## src/rtl/dsf_pkg.sv

```systemverilog
// Shared types for the dual byte-strobe DRAM front end.
// Assumes: cycle codes are read by neighbouring logic as plain 3-bit values.
package dsf_pkg;

    typedef enum logic [2:0] {
        CYC_IDLE    = 3'd0,
        CYC_ROWOPEN = 3'd1,
        CYC_READ    = 3'd2,
        CYC_WRITE   = 3'd3,
        CYC_REFRESH = 3'd4
    } cyc_e;

    typedef enum logic [1:0] {
        M_IDLE = 2'd0,
        M_ROW  = 2'd1,
        M_RFSH = 2'd2
    } mode_e;

endpackage

```

## src/rtl/dsf_sync_edge.sv

```systemverilog
// Multi-stage synchroniser for a vector of asynchronous levels, plus a one-clock
// delayed copy of the low EDGE_W bits for edge detection.
// Assumes: inputs are active-high levels; reset value of every stage is 0.
module dsf_sync_edge #(
    parameter int W       = 5,
    parameter int STAGES  = 2,
    parameter int EDGE_W  = 4
) (
    input  logic              clk,
    input  logic              rst_n,
    input  logic [W-1:0]      din,
    output logic [W-1:0]      lvl,
    output logic [EDGE_W-1:0] prev
);

    for (genvar b = 0; b < W; b++) begin : g_bit
        logic [STAGES-1:0] chain;

        // Shift the raw level through the synchroniser chain.
        always_ff @(posedge clk) begin
            if (!rst_n) chain <= '0;
            else        chain <= {chain[STAGES-2:0], din[b]};
        end

        assign lvl[b] = chain[STAGES-1];
    end

    // Hold last cycle's synchronised level for edge detection.
    always_ff @(posedge clk) begin
        if (!rst_n) prev <= '0;
        else        prev <= lvl[EDGE_W-1:0];
    end

endmodule

```

## src/rtl/dsf_refresh_ctr.sv

```systemverilog
// Row counter used by CAS-before-RAS refresh; steps once per completed refresh.
// Assumes: natural binary wrap at 2**W.
module dsf_refresh_ctr #(
    parameter int W = 10
) (
    input  logic         clk,
    input  logic         rst_n,
    input  logic         step,
    output logic [W-1:0] count
);

    // Advance the refresh row when a refresh cycle closes.
    always_ff @(posedge clk) begin
        if (!rst_n)    count <= '0;
        else if (step) count <= count + 1'b1;
    end

endmodule

```

## src/rtl/dsf_lane_store.sv

```systemverilog
// Small byte-laned register array standing in for the DRAM cells.
// Assumes: one index for read and write; read data registered every clock.
module dsf_lane_store #(
    parameter int IDX_W  = 4,
    parameter int LANES  = 2,
    parameter int LANE_W = 8
) (
    input  logic                    clk,
    input  logic [LANES-1:0]        wr_en,
    input  logic [IDX_W-1:0]        idx,
    input  logic [LANES*LANE_W-1:0] wdata,
    output logic [LANES*LANE_W-1:0] rdata
);

    localparam int DEPTH = 1 << IDX_W;

    for (genvar l = 0; l < LANES; l++) begin : g_lane
        logic [LANE_W-1:0] cells [DEPTH];

        // Store this lane's byte on its write pulse.
        always_ff @(posedge clk) begin
            if (wr_en[l]) cells[idx] <= wdata[l*LANE_W +: LANE_W];
        end

        // Present the addressed byte one clock later.
        always_ff @(posedge clk) begin
            rdata[l*LANE_W +: LANE_W] <= cells[idx];
        end
    end

endmodule

```

## src/rtl/dram_strobe_frontend.sv

```systemverilog
// Device-side decoder for a x16 page-mode DRAM with two byte column strobes.
// Synchronises the strobes, merges the byte strobes (first fall / last rise),
// captures row and column, detects CAS-before-RAS refresh, and drives per-lane
// output enables and write pulses. A small array stands in for the cells.
// Assumes: addr and wdata are stable around the strobe edges for at least
// SYNC_STAGES+1 clocks; a byte strobe never falls in the same clock as ras_n.
module dram_strobe_frontend
    import dsf_pkg::*;
#(
    parameter int ADDR_W      = 10,
    parameter int LANE_W      = 8,
    parameter int SYNC_STAGES = 2,
    parameter int STORE_AW    = 4
) (
    input  logic                  clk,
    input  logic                  rst_n,
    input  logic                  ras_n,
    input  logic                  lcs_n,
    input  logic                  ucs_n,
    input  logic                  we_n,
    input  logic                  oe_n,
    input  logic [ADDR_W-1:0]     addr,
    input  logic [2*LANE_W-1:0]   wdata,
    output logic [2*LANE_W-1:0]   rdata,
    output logic [1:0]            lane_oe,
    output logic [1:0]            lane_we,
    output logic [2:0]            cycle_type,
    output logic [ADDR_W-1:0]     row_q,
    output logic [ADDR_W-1:0]     col_q
);

    localparam int NSIG = 5;
    localparam int NEDG = 4;
    localparam int RB   = STORE_AW / 2;
    localparam int CB   = STORE_AW - RB;

    logic [NSIG-1:0]   act;
    logic [NEDG-1:0]   act_d;
    logic              ras_act, we_act, oe_act;
    logic [1:0]        lane_act, lane_rise;
    logic              ras_rise, we_rise, cas_any, cas_prev, cas_rise, cbr;
    logic              row_open, rfsh_step;
    logic [1:0]        wr_fire, rd_en;
    logic [CB-1:0]     col_lo;
    logic [ADDR_W-1:0] rfsh_row;
    mode_e             mode, mode_nxt;
    cyc_e              cyc_q, cyc_nxt;

    // Bit order: 0 row strobe, 1 lower, 2 upper, 3 write, 4 output enable.
    dsf_sync_edge #(.W(NSIG), .STAGES(SYNC_STAGES), .EDGE_W(NEDG)) u_sync (
        .clk  (clk),
        .rst_n(rst_n),
        .din  ({~oe_n, ~we_n, ~ucs_n, ~lcs_n, ~ras_n}),
        .lvl  (act),
        .prev (act_d)
    );

    assign ras_act   = act[0];
    assign lane_act  = act[2:1];
    assign we_act    = act[3];
    assign oe_act    = act[4];
    assign ras_rise  = act[0] & ~act_d[0];
    assign lane_rise = act[2:1] & ~act_d[2:1];
    assign we_rise   = act[3] & ~act_d[3];
    assign cas_any   = |lane_act;
    assign cas_prev  = |act_d[2:1];
    assign cas_rise  = cas_any & ~cas_prev;
    assign cbr       = ras_rise & cas_any & cas_prev;
    assign row_open  = (mode == M_ROW) && ras_act;
    assign rfsh_step = (mode == M_RFSH) && !ras_act;

    // Next operating mode from the row strobe and refresh detection.
    always_comb begin
        if (!ras_act)      mode_nxt = M_IDLE;
        else if (ras_rise) mode_nxt = cbr ? M_RFSH : M_ROW;
        else               mode_nxt = mode;
    end

    // Decode the reported cycle type from the next mode and current levels.
    always_comb begin
        case (mode_nxt)
            M_RFSH:  cyc_nxt = CYC_REFRESH;
            M_ROW: begin
                if (cas_any && we_act)      cyc_nxt = CYC_WRITE;
                else if (cas_any && oe_act) cyc_nxt = CYC_READ;
                else                        cyc_nxt = CYC_ROWOPEN;
            end
            default: cyc_nxt = CYC_IDLE;
        endcase
    end

    // Per-lane write triggers and read enables.
    for (genvar l = 0; l < 2; l++) begin : g_gate
        assign wr_fire[l] = row_open & lane_act[l] & we_act & (lane_rise[l] | we_rise);
        assign rd_en[l]   = row_open & lane_act[l] & oe_act & ~we_act;
    end

    // Column used by the array: fresh address on the merged strobe's fall.
    assign col_lo = (row_open && cas_rise) ? addr[CB-1:0] : col_q[CB-1:0];

    // Mode, address capture and registered outputs.
    always_ff @(posedge clk) begin
        if (!rst_n) begin
            mode    <= M_IDLE;
            cyc_q   <= CYC_IDLE;
            row_q   <= '0;
            col_q   <= '0;
            lane_oe <= '0;
            lane_we <= '0;
        end else begin
            mode    <= mode_nxt;
            cyc_q   <= cyc_nxt;
            lane_oe <= rd_en;
            lane_we <= wr_fire;
            if (ras_act && ras_rise) row_q <= cbr ? rfsh_row : addr;
            if (row_open && cas_rise) col_q <= addr;
        end
    end

    assign cycle_type = cyc_q;

    dsf_refresh_ctr #(.W(ADDR_W)) u_rfsh (
        .clk  (clk),
        .rst_n(rst_n),
        .step (rfsh_step),
        .count(rfsh_row)
    );

    dsf_lane_store #(.IDX_W(STORE_AW), .LANES(2), .LANE_W(LANE_W)) u_store (
        .clk  (clk),
        .wr_en(wr_fire),
        .idx  ({row_q[RB-1:0], col_lo}),
        .wdata(wdata),
        .rdata(rdata)
    );

endmodule

```

## config.mk

```make
export PLATFORM = sky130hd
export DESIGN_NAME = dram_strobe_frontend
export DESIGN_NICKNAME = d
export VERILOG_FILES = /design/src/rtl/dsf_pkg.sv /design/src/rtl/dsf_sync_edge.sv /design/src/rtl/dsf_refresh_ctr.sv /design/src/rtl/dsf_lane_store.sv /design/src/rtl/dram_strobe_frontend.sv
export SDC_FILE = /design/constraint.sdc
export NUM_CORES = 1
export LEC_CHECK = 0
export ABC_CLOCK_PERIOD_IN_PS = 4450
export BUFFER_PORTS_ARGS = -buffer_cell sky130_fd_sc_hd__buf_2
export CAP_MARGIN = 20
export CORE_UTILIZATION = 66
export DETAILED_ROUTE_END_ITERATION = 16
export GPL_TIMING_DRIVEN = 0
export PLACE_DENSITY = 0.95
export REMOVE_ABC_BUFFERS = 1
export SLEW_MARGIN = 30
export SYNTH_ARGS = -nofsm -noshare
export SYNTH_HDL_FRONTEND = slang
export SYNTH_SLANG_ARGS = --single-unit
```

## constraint.sdc

```tcl
create_clock -name clk -period 4.45 [get_ports clk]
set_clock_uncertainty 0.15 [all_clocks]
set_input_delay 0.2225 -clock clk [delete_from_list [all_inputs] [get_ports clk]]
set_output_delay 0.2225 -clock clk [all_outputs]
set_load 0.01 [all_outputs]
```

==> results of run 1 <==
==> through the flow <==
stage | cells | instance area, um^2 | setup TNS, ns | hold WS [ns] | power, uW
6_report | 1284 | 16400 | 0 | 0.168 | 6470
2_1_floorplan | 835 | 14000 | -0.126 | 0.144 | 3480
3_5_place_dp | 1193 | 15000 | 0 | 0.231 | 3620
4_1_cts | 1284 | 16400 | 0 | 0.151 | 6470
3_3_place_gp | 1185 | 14700 | -262.77 | 0.228 | 3600
5_1_grt | 1284 | 16400 | 0 | 0.213 | 6600
==> worst register-to-register path, delay by kind of cell (launching register included) <==
| family | cells | cell delay (ns) |
|---|---|---|
| AND/OR/NAND/NOR | 3 | 1.56 |
| flip-flops | 1 | 0.65 |
| buffers and inverters | 1 | 0.31 |
| multiplexers | 1 | 0.57 |
==> worst max-delay path by stage <==
| stage | depth (start not counted) | end | slack, ns |
|---|---|---|---|
| global route | 5 | u_store.g_lane[1].cells[5][3] | 0.75 |
| finish | 5 | u_store.g_lane[1].cells[5][7] | 0.82 |
| detailed placement | 5 | u_store.g_lane[0].cells[5][7] | 1.03 |
| global placement | 3 | u_store.rdata[2] | -2.46 |
| floorplan | 3 | u_store.rdata[0] | -0.03 |
| CTS | 5 | u_store.g_lane[0].cells[5][2] | 1.03 |
==> where the power goes <==
part           leakage [uW]  internal (uW)  total (uW)  switching [uW]
registers           0.00287           3290        3300            12.3
logic               0.00209            115         279             164
clock network      0.000575           1730        2890            1170
==> registers in the layout, indices dropped and copies added, names as in the netlist <==
register	flops
u_store.g_lane.cells	256
u_store.rdata	16
col_q	10
row_q	10
u_rfsh.count	10
u_sync.g_bit.chain	10
u_sync.prev	4
cycle_type	3
lane_oe	2
lane_we	2
mode	2
==> cells by family (layout without fill, tap and decap cells) <==
group / Yosys count / after routing / synth area share, %
DFF: 325 / 325 / 63.6
and+or+nand+nor: 213 / 213 / 7.44
muxes: 159 / 159 / 19.9
AOI/OAI and AO/OA: 122 / 122 / 6.38
buffers and inverters: 70 / 178 / 1.94
xor gates and xnor gates: 9 / 9 / 0.552
adders and majority gates: 3 / 3 / 0.263
==> layer usage <==
layer	GRT usage (%)	part of all wire, %	vias up
met5	0	0	-
met4	20.6	6.2	0
met3	6.70	9.0	181
met2	61.7	52	671
met1	40.6	33	4584
li1	-	-	3773
==> layout by cell type (no fill, tap or decap), types with 3 or more instances in the layout <==
cell	synthesis	final
mux2i_1	30	29
clkinv_2	0	7
ha_1	3	3
clkbuf_16	0	37
o311ai_1	10	10
buf_16	0	3
clkbuf_2	0	3
a22oi_1	32	32
mux2_2	33	33
nand2_1	73	72
nor2b_1	10	8
mux4_2	96	96
clkbuf_1	47	4
clkbuf_8	0	5
xnor2_1	5	5
nand3_1	5	4
o311ai_0	6	6
and3_1	19	19
a21o_1	16	16
buf_2	11	73
inv_1	4	4
nor2_1	44	40
a21oi_1	3	3
o22ai_1	32	32
nand2b_1	7	7
dfxtp_1	69	67
nand4_1	20	20
edfxtp_1	256	256
o211a_1	10	10
xor2_1	4	4
dlygate4sd3_1	0	29
nor2_2	0	4
and2_1	22	22
a21boi_0	9	9
==> cell type report <==
cell class	count	area (um^2)	share of cell area, %
Sequential cell	325	9080	55.4
Timing Repair Buffer	112	838	5.11
Tap cell	275	344	2.10
Clock buffer	49	1020	6.25
Multi-Input combinational cell	506	4970	30.3
Inverter	4	15.0	0.0916
Clock inverter	13	124	0.756
==> impl_metrics.toml, run 1 <==
[status]
status = "finished clean"

[pwr]
leakagePower_uw = 0.00553
power_density_mw_per_mm2 = 395
peakVddDrop_mv = 0.323

[critical_path]
r2r_start = "col_q[0]"
start_kind = "flip-flop"
ff2ff_setup_slack_ns = 0.82
worstReg2RegEnd = "u_store.g_lane[1].cells[5][7]"
reg2reg_depth = 5
cp_slowest_cell = "nor2_1"
required_ns = 4.43
worstSetupEndpointType = "flip-flop"
critPathMaxFanout = 43
max_stage_delay_ns = 0.74
critPathBufInv = 1
critPathArrivalTime_ns = 3.62
path_cells = "buf_16 -> nand2b_1 -> mux2i_1 -> nand2_1 -> nor2_1"
cp-startpoint = "col_q[0]"
critical_path_class = "reg2reg"
crit_family = "simple AND/OR/NAND/NOR gates"

[clock_tree]
path_clk_slew_ns = 0.06
cts.sinks = 325
cts_max_level = 2
hold_buffers = 29
post-cts-setup-buffers = 0
clk_latency_ns = 0.52
clock_tree.root_cell = "clkbuf_16"
clockBufferDepth = 3
ctsResizeCount = 0
cts-buffers-inserted = 34
cts_tree = "done"

[yosys]
synth_ff_type = "edfxtp_1"
synth_warnings = 0
synth_edf_count = 256
yosysMostFrequentCell = "edfxtp_1"
synth_common_cells = "edfxtp_1, mux4_2, nand2_1"
synth_cells = 901
synth.largest_area_cell = "edfxtp_1"
syn-cell-area_mm2 = 0.0143
avgSynthCellArea_um2 = 15.8
ys_seq_elements = 325
ys_async_sr_fraction_pct = 0
synthTopCellsByArea = "edfxtp_1, mux4_2, dfxtp_1, mux2_2, mux2i_1"
synthDominantCellAreaShare_pct = 53.9
seq_area_frac_synth_pct = 63.6
ys_types = 43

[worst_hold_path]
hp-class = "in2reg"
hp-start = "rst_n"
hold_path_depth = 2
hold_path_end = "row_q[2]"

[drt]
num_vias = 9209
vias_per_cell = 7.17
wl_per_cell_um = 29.0
drt_iter0_drc = 886
drt_wl_total_um = 37300
route.detailed.drc = 0
ant_nets = 0
firstDrtPassIters = 6

[place]
dp_hpwl_um = 21100
portBuffers = 75
dp_slack_ns = 1.03
gp_congestion = 0.772

[die]
io_pins = 76
die_y_um = 149
die-area_mm2 = 0.0222
coreArea_mm2 = 0.0211
start_util_pct = 67.7
dieWidth_um = 149
fp-row-count = 53

[cells_and_area]
fillers = 1078
fin_util_pct = 77.7
drive_above_1_share_pct = 28.3
n_antenna_cell = 0
syn_to_final_growth_pct = 14.9
nNetsFinal = 1019

[global_routing]
track_usage_pct = 35.3
grt_antenna_before_repair = 0
grt_max_degree = 49
grt_overflow = 0
grt_pass1_wl_um = 56300
first_global_vias = 9641

[sta]
finalMaxSlewViolations = 0
worst_pin_slew_ns = 0.949
rsz0062_at_grt = "false"
relSlewSlack_pct = 36.7
period_needed_ns = 3.63
finalHoldViolCount = 0
worst_slack_ns = 0.818
fin_crit_sh_pct = 81.6
clock.fmax_ghz = 0.275
finalSetupViolCount = 0

[job]
maxCapViolations = 0
Note: power is estimated with default switching activity, not from simulation.
==> inputs of run 2 (changes only) <==
- ABC_CLOCK_PERIOD_IN_PS: 4450 -> 3500
- CORE_UTILIZATION: 66 -> 61
- PLACE_DENSITY: 0.95 -> 0.91
- clock period: 4.45 -> 3.5 ns (I/O delays scaled with it)
==> run 2 against run 1 <==
  * Utilization down 5.9 points
  * Largest cell class unchanged
  * Sequential cell count stayed put
  * Critical path type unchanged
  * Combinational power is 25% higher
  * First-iteration DRC count grew 26%
  * Sequential share of layout area rose by 0.076 points
  * Via count down 3.4%
  * Non-clock buffer count is 2 higher
==> impl_metrics.toml, run 2 (synthesized netlist as in run 1, its figures left out) <==
[status]
status = "finished clean"

[worst_hold_path]
hp-class = "in2reg"
hp-start = "rst_n"

[pwr]
peakVddDrop_mv = 0.441
power_density_mw_per_mm2 = 489
leakagePower_uw = 0.00548

[global_routing]
grt_antenna_before_repair = 0
globalRouteMet1Util_pct = 36.5
track_usage_pct = 29.1
use_met2_pct = 50.6
first_global_vias = 9039
met3_usage_pct = 4.21
grt_pass1_wl_um = 51600
grt_max_degree = 49
busiest_layer = "met2"
grt_overflow = 0

[sta]
relSlewSlack_pct = 39.5
fin_crit_sh_pct = 95.8
period_needed_ns = 3.35
finalSetupViolCount = 0
finalHoldViolCount = 0
finalMaxSlewViolations = 0
clock.fmax_ghz = 0.298
rsz0062_at_grt = "false"
worst_pin_slew_ns = 0.904
worst_hold_slack_ns = 0.0472

[die]
fp-row-count = 55
coreArea_mm2 = 0.0228
dieWidth_um = 155
io_pins = 76
start_util_pct = 62.6
die-area_mm2 = 0.0240
die_y_um = 155

[drt]
vias_per_cell = 6.75
firstDrtPassIters = 6
num_vias = 8893
drt_iter0_drc = 1113
ant_nets = 0
route.detailed.drc = 0
wl_per_cell_um = 26.1
drt_wl_total_um = 34400

[place]
gp_congestion = 0.780
dp_hpwl_um = 20000
postPlaceCellArea_mm2 = 0.0150
portBuffers = 75

[critical_path]
max_stage_delay_ns = 0.68
start_kind = "flip-flop"
critical_path_class = "reg2reg"
cp-startpoint = "col_q[0]"
cp_slowest_cell = "nor2_1"
worstSetupEndpointType = "flip-flop"
critPathArrivalTime_ns = 3.39
r2r_start = "col_q[0]"
required_ns = 3.53
path_cells = "buf_16 -> nand2b_1 -> mux2i_1 -> nand2_1 -> nor2_1"
critPathMaxFanout = 46

[job]
maxCapViolations = 0

[clock_tree]
cts_max_level = 1
path_clk_slew_ns = 0.07
clk_latency_ns = 0.56
cts.sinks = 325
cts_tree = "done"
cts-buffers-inserted = 30
clock_tree.root_cell = "clkbuf_16"
clockBufferDepth = 3

[cells_and_area]
final_common_cell = "edfxtp_1"
fin_area_mm2 = 0.0164
largest_reg_flops = 256
reg_top3 = "u_store.g_lane.cells: 256 flops, u_store.rdata: 16 flops"
nNetsFinal = 1017
regMostFlops = "u_store.g_lane.cells"
n_antenna_cell = 0
final_cell_mix = "edfxtp_1, mux4_2, buf_2"
fillers = 1290
drive_above_1_share_pct = 28.5
syn_to_final_growth_pct = 14.7
[run 2: cell count changes in the layout (fill, tap and decap cells not counted), sizes merged]
| cell | delta |
|---|---|
| clkbuf | -13 |
| clkinvlp | +4 |
| buf | +2 |
| bufinv | +2 |
| clkinv | +1 |
[run 2: critical path, delay by kind of cell, from the launching register on]
kind                   cells  cell delay, ns
buffers and inverters      1            0.30
multiplexers               1            0.45
flip-flops                 1            0.60
AND/OR/NAND/NOR            3            1.45
[run 2: final cells by class]
type | count | area (um^2) | area share (%)
clock inverter | 20 | 223 | 1.36
inverter | 4 | 15.0 | 0.0917
tap | 313 | 392 | 2.39
multi-input combinational | 506 | 4970 | 30.4
clock buffer | 36 | 845 | 5.16
sequential | 325 | 9080 | 55.4
timing repair buffer | 114 | 850 | 5.19
[run 2: final timing paths]
check / endpoint / depth (start not counted) / slack (ns)
worst max-delay path: u_store.g_lane[1].cells[5][0] / 5 / 0.15
worst min-delay path: row_q[9] / 2 / 0.05
worst max register to register: u_store.g_lane[1].cells[5][0] / 5 / 0.15
worst min register to register: u_sync.g_bit[1].chain[1] / 1 / 0.28
[run 2: timing repair]
action,4_1_cts,5_1_grt
endpoints found under the hold margin,277,0
setup buffers,0,0
resized for setup,0,0
hold buffers,29,0
setup endpoints to repair,0,0
[run 2: power by group]
part / switching [uW] / internal (uW) / leakage (uW)
logic: 205 / 145 / 0.00210
clock network: 1450 / 2020 / 0.000517
registers: 14.4 / 4180 / 0.00287
[run 2: stage by stage]
stage / power [uW] / instances / TNS (ns) / setup slack (ns) / utilization [%]
after detailed placement: 4590 / 1233 / 0 / 0.240 / 65.9
final: 8010 / 1318 / 0 / 0.145 / 71.9
after floorplan: 4420 / 835 / -114.35 / -0.975 / -
after CTS: 8020 / 1318 / 0 / 0.234 / 71.9
after global placement: 4580 / 1223 / -531.72 / -3.55 / 64.9
after global routing: 8180 / 1318 / 0 / 0.0696 / 71.9
[run 2: routing by layer]
layer | routed length [um] | vias to the layer above
met1 | 12500 | 4470
met2 | 17800 | 533
li1 | - | 3778
met3 | 2680 | 112
met4 | 1440 | 0
met5 | 0 | -
==> inputs of run 3 (changes only) <==
- CAP_MARGIN: 20 -> default
- CORE_MARGIN: default -> 1.5
- CORE_UTILIZATION: 61 -> 60
- PLACE_DENSITY: 0.91 -> 0.9
- SYNTH_HIERARCHICAL: default -> 1
==> run 3 against run 2 <==
  * Sequential cell count is the same
  * Die area shrank 11%
  * Clock power shrank 12%
  * Wire length shrank 24%
  * Global-route usage shrank 4.1 points
  * Design area shrank 14%
  * Combinational power shrank 39%
  * Final cell count shrank 18%
  * Non-clock buffer count shrank 3
  * Critical path depth grew 2
  * Register-to-register slack gained 0.07 ns
  * Largest cell class unchanged
==> impl_metrics.toml, run 3 <==
[die]
io_pins = 76
die_y_um = 146
start_util_pct = 60.9
fp-row-count = 52
die-area_mm2 = 0.0213
coreArea_mm2 = 0.0202
dieWidth_um = 146

[clock_tree]
clockBufferDepth = 3
clk_latency_ns = 0.55
clock_tree.root_cell = "clkbuf_16"
cts_tree = "done"
cts-buffers-inserted = 30
cts.sinks = 325
path_clk_slew_ns = 0.06
cts_max_level = 1

[cells_and_area]
final_cells = 1086
drive_above_1_share_pct = 27.6
n_antenna_cell = 0
final_cell_mix = "edfxtp_1, buf_2, dfxtp_1"
reg_top3 = "u_store/g_lane.cells: 256 flops, u_store/rdata: 16 flops"
regMostFlops = "u_store/g_lane.cells"
largest_reg_flops = 256
nNetsFinal = 829
syn_to_final_growth_pct = 15.1
fillers = 1192
seqCellArea_mm2 = 0.00907
final_common_cell = "edfxtp_1"
multi_input_area_mm2 = 0.00303

[yosys]
synth_ff_type = "edfxtp_1"
synth_common_cells = "edfxtp_1, dfxtp_1, nand2_1"
yosysMostFrequentCell = "edfxtp_1"
muxShareOfSynthArea_pct = 13.0
synthXorXnorAreaFrac_pct = 0.285
yosys.area_share.simple_pct = 6.72
synth_cells = 693
synth_compound_area_share_pct = 3.58
synth_top_family_by_area = "multiplexers"
synthDominantCellAreaShare_pct = 62.6
synthTopCellsByArea = "edfxtp_1, mux4_2, dfxtp_1, nand2_1, a22oi_1"
seq_area_frac_synth_pct = 73.8
synth.largest_area_cell = "edfxtp_1"
synth_adder_area_share_pct = 0.306
ys_seq_elements = 325
synth_warnings = 6
synth_edf_count = 256
ys_types = 49
ys_async_sr_fraction_pct = 0
avgSynthCellArea_um2 = 17.7
syn-cell-area_mm2 = 0.0123

[sta]
worst_hold_slack_ns = 0.140
clock.fmax_ghz = 0.304
finalMaxSlewViolations = 0
rsz0062_at_grt = "false"
worst_pin_slew_ns = 1.01
period_needed_ns = 3.29
worst_slack_ns = 0.214
fin_crit_sh_pct = 93.9
finalHoldViolCount = 0
finalSetupViolCount = 0
relSlewSlack_pct = 32.2

[drt]
vias_per_cell = 6.19
ant_nets = 0
firstDrtPassIters = 5
wl_per_cell_um = 24.0
drt_iter0_drc = 657
num_vias = 6723
drt_wl_total_um = 26100
route.detailed.drc = 0

[place]
dp_slack_ns = -0.344
gp_congestion = 0.732
dp.cells = 998
portBuffers = 75
dp_hpwl_um = 14300

[pwr]
power_density_mw_per_mm2 = 529
leakagePower_uw = 0.00469
peakVddDrop_mv = 0.361

[critical_path]
required_ns = 3.51
worstSetupEndpointType = "flip-flop"
critical_path_class = "reg2reg"
critPathArrivalTime_ns = 3.30
start_kind = "flip-flop"
critPathMaxFanout = 30
reg2reg_depth = 7

[global_routing]
grt_max_degree = 65
track_usage_pct = 25.0
grt_antenna_before_repair = 0
grt_pass1_wl_um = 40300
grt_overflow = 0
first_global_vias = 6885

[job]
maxCapViolations = 0

[worst_hold_path]
hold_path_depth = 3
hp-class = "in2reg"

[status]
status = "finished clean"
-- run 3: cell types whose count changed in the layout (fill, tap and decap cells not counted), sizes merged, moves of 9 or more --
cell,change
mux4,-32
o311ai,-15
mux2i,-17
and3,-16
o22ai,-31
o211a,-10
mux2,-31
a31oi,+9
nand4,-17
a21o,-16
o21ai,+12
-- run 3: path summary, 6_finish.rpt --
check / start / to / slack [ns]
max reg2reg: u_sync/g_bit[0].chain[1] / u_store/g_lane[0].cells[14][0] / 0.21
min reg2reg: u_sync/g_bit[4].chain[0] / u_sync/g_bit[4].chain[1] / 0.30
max: u_sync/g_bit[0].chain[1] / u_store/g_lane[0].cells[14][0] / 0.21
min: rst_n / lane_oe[1] / 0.14
-- run 3: area by class of cell --
type | count | share of cell area (%)
Tap cell | 270 | 2.39
Multi-Input combinational cell | 317 | 21.4
Clock inverter | 13 | 0.681
Clock buffer | 42 | 5.85
Timing Repair Buffer | 111 | 5.34
Inverter | 8 | 0.212
Sequential cell | 325 | 64.1
-- run 3: cells by family (layout without fill, tap and decap cells) --
group | after synthesis | count (layout)
muxes | 79 | 79
adders and majority gates | 3 | 3
DFF | 325 | 325
buffers and inverters | 51 | 174
and+or+nand+nor | 166 | 166
AOI/OAI and AO/OA | 65 | 65
xor gates and xnor gates | 4 | 4
-- run 3: where the power goes --
part | leakage (uW) | internal, uW | switching [uW] | total, uW
Clock | 0.000450 | 1720 | 1340 | 3060
Combinational | 0.00137 | 79.1 | 134 | 213
Sequential | 0.00287 | 4180 | 16.3 | 4200
-- run 3: per-layer routing --
layer | part of all wire (%) | GRT usage [%]
met5 | 0 | 0
met3 | 8.0 | 3.47
met2 | 49 | 40.5
met4 | 2.4 | 7.42
met1 | 41 | 36.2
-- run 3: what timing repair did --
item	CTS	global route
hold endpoints to repair	281	0
hold buffers	31	0
pin swaps	0	1
endpoints found under the setup margin	104	126
setup buffers	0	2
resized for setup	15	5
-- run 3: worst max-delay path, stage by stage, from the launching register on --
cell	delay, ns
dfxtp_1	0.48
nand3b_2	0.15
nor4_4	0.14
buf_4	0.19
mux2_8	0.50
nor2b_1	0.28
nand2_1	0.20
nor2_1	0.78
-- run 3: through the flow --
step | utilization (%) | TNS (ns) | instance area, um^2 | total power [uW]
3_3_place_gp | 63.2 | -417.73 | 12800 | 4450
5_1_grt | 70.1 | 0 | 14100 | 7680
4_1_cts | 69.9 | -4.56 | 14100 | 7510
2_1_floorplan | - | -128.11 | 12000 | 4350
6_report | 70.1 | 0 | 14100 | 7470
3_5_place_dp | 63.6 | -10.02 | 12800 | 4460
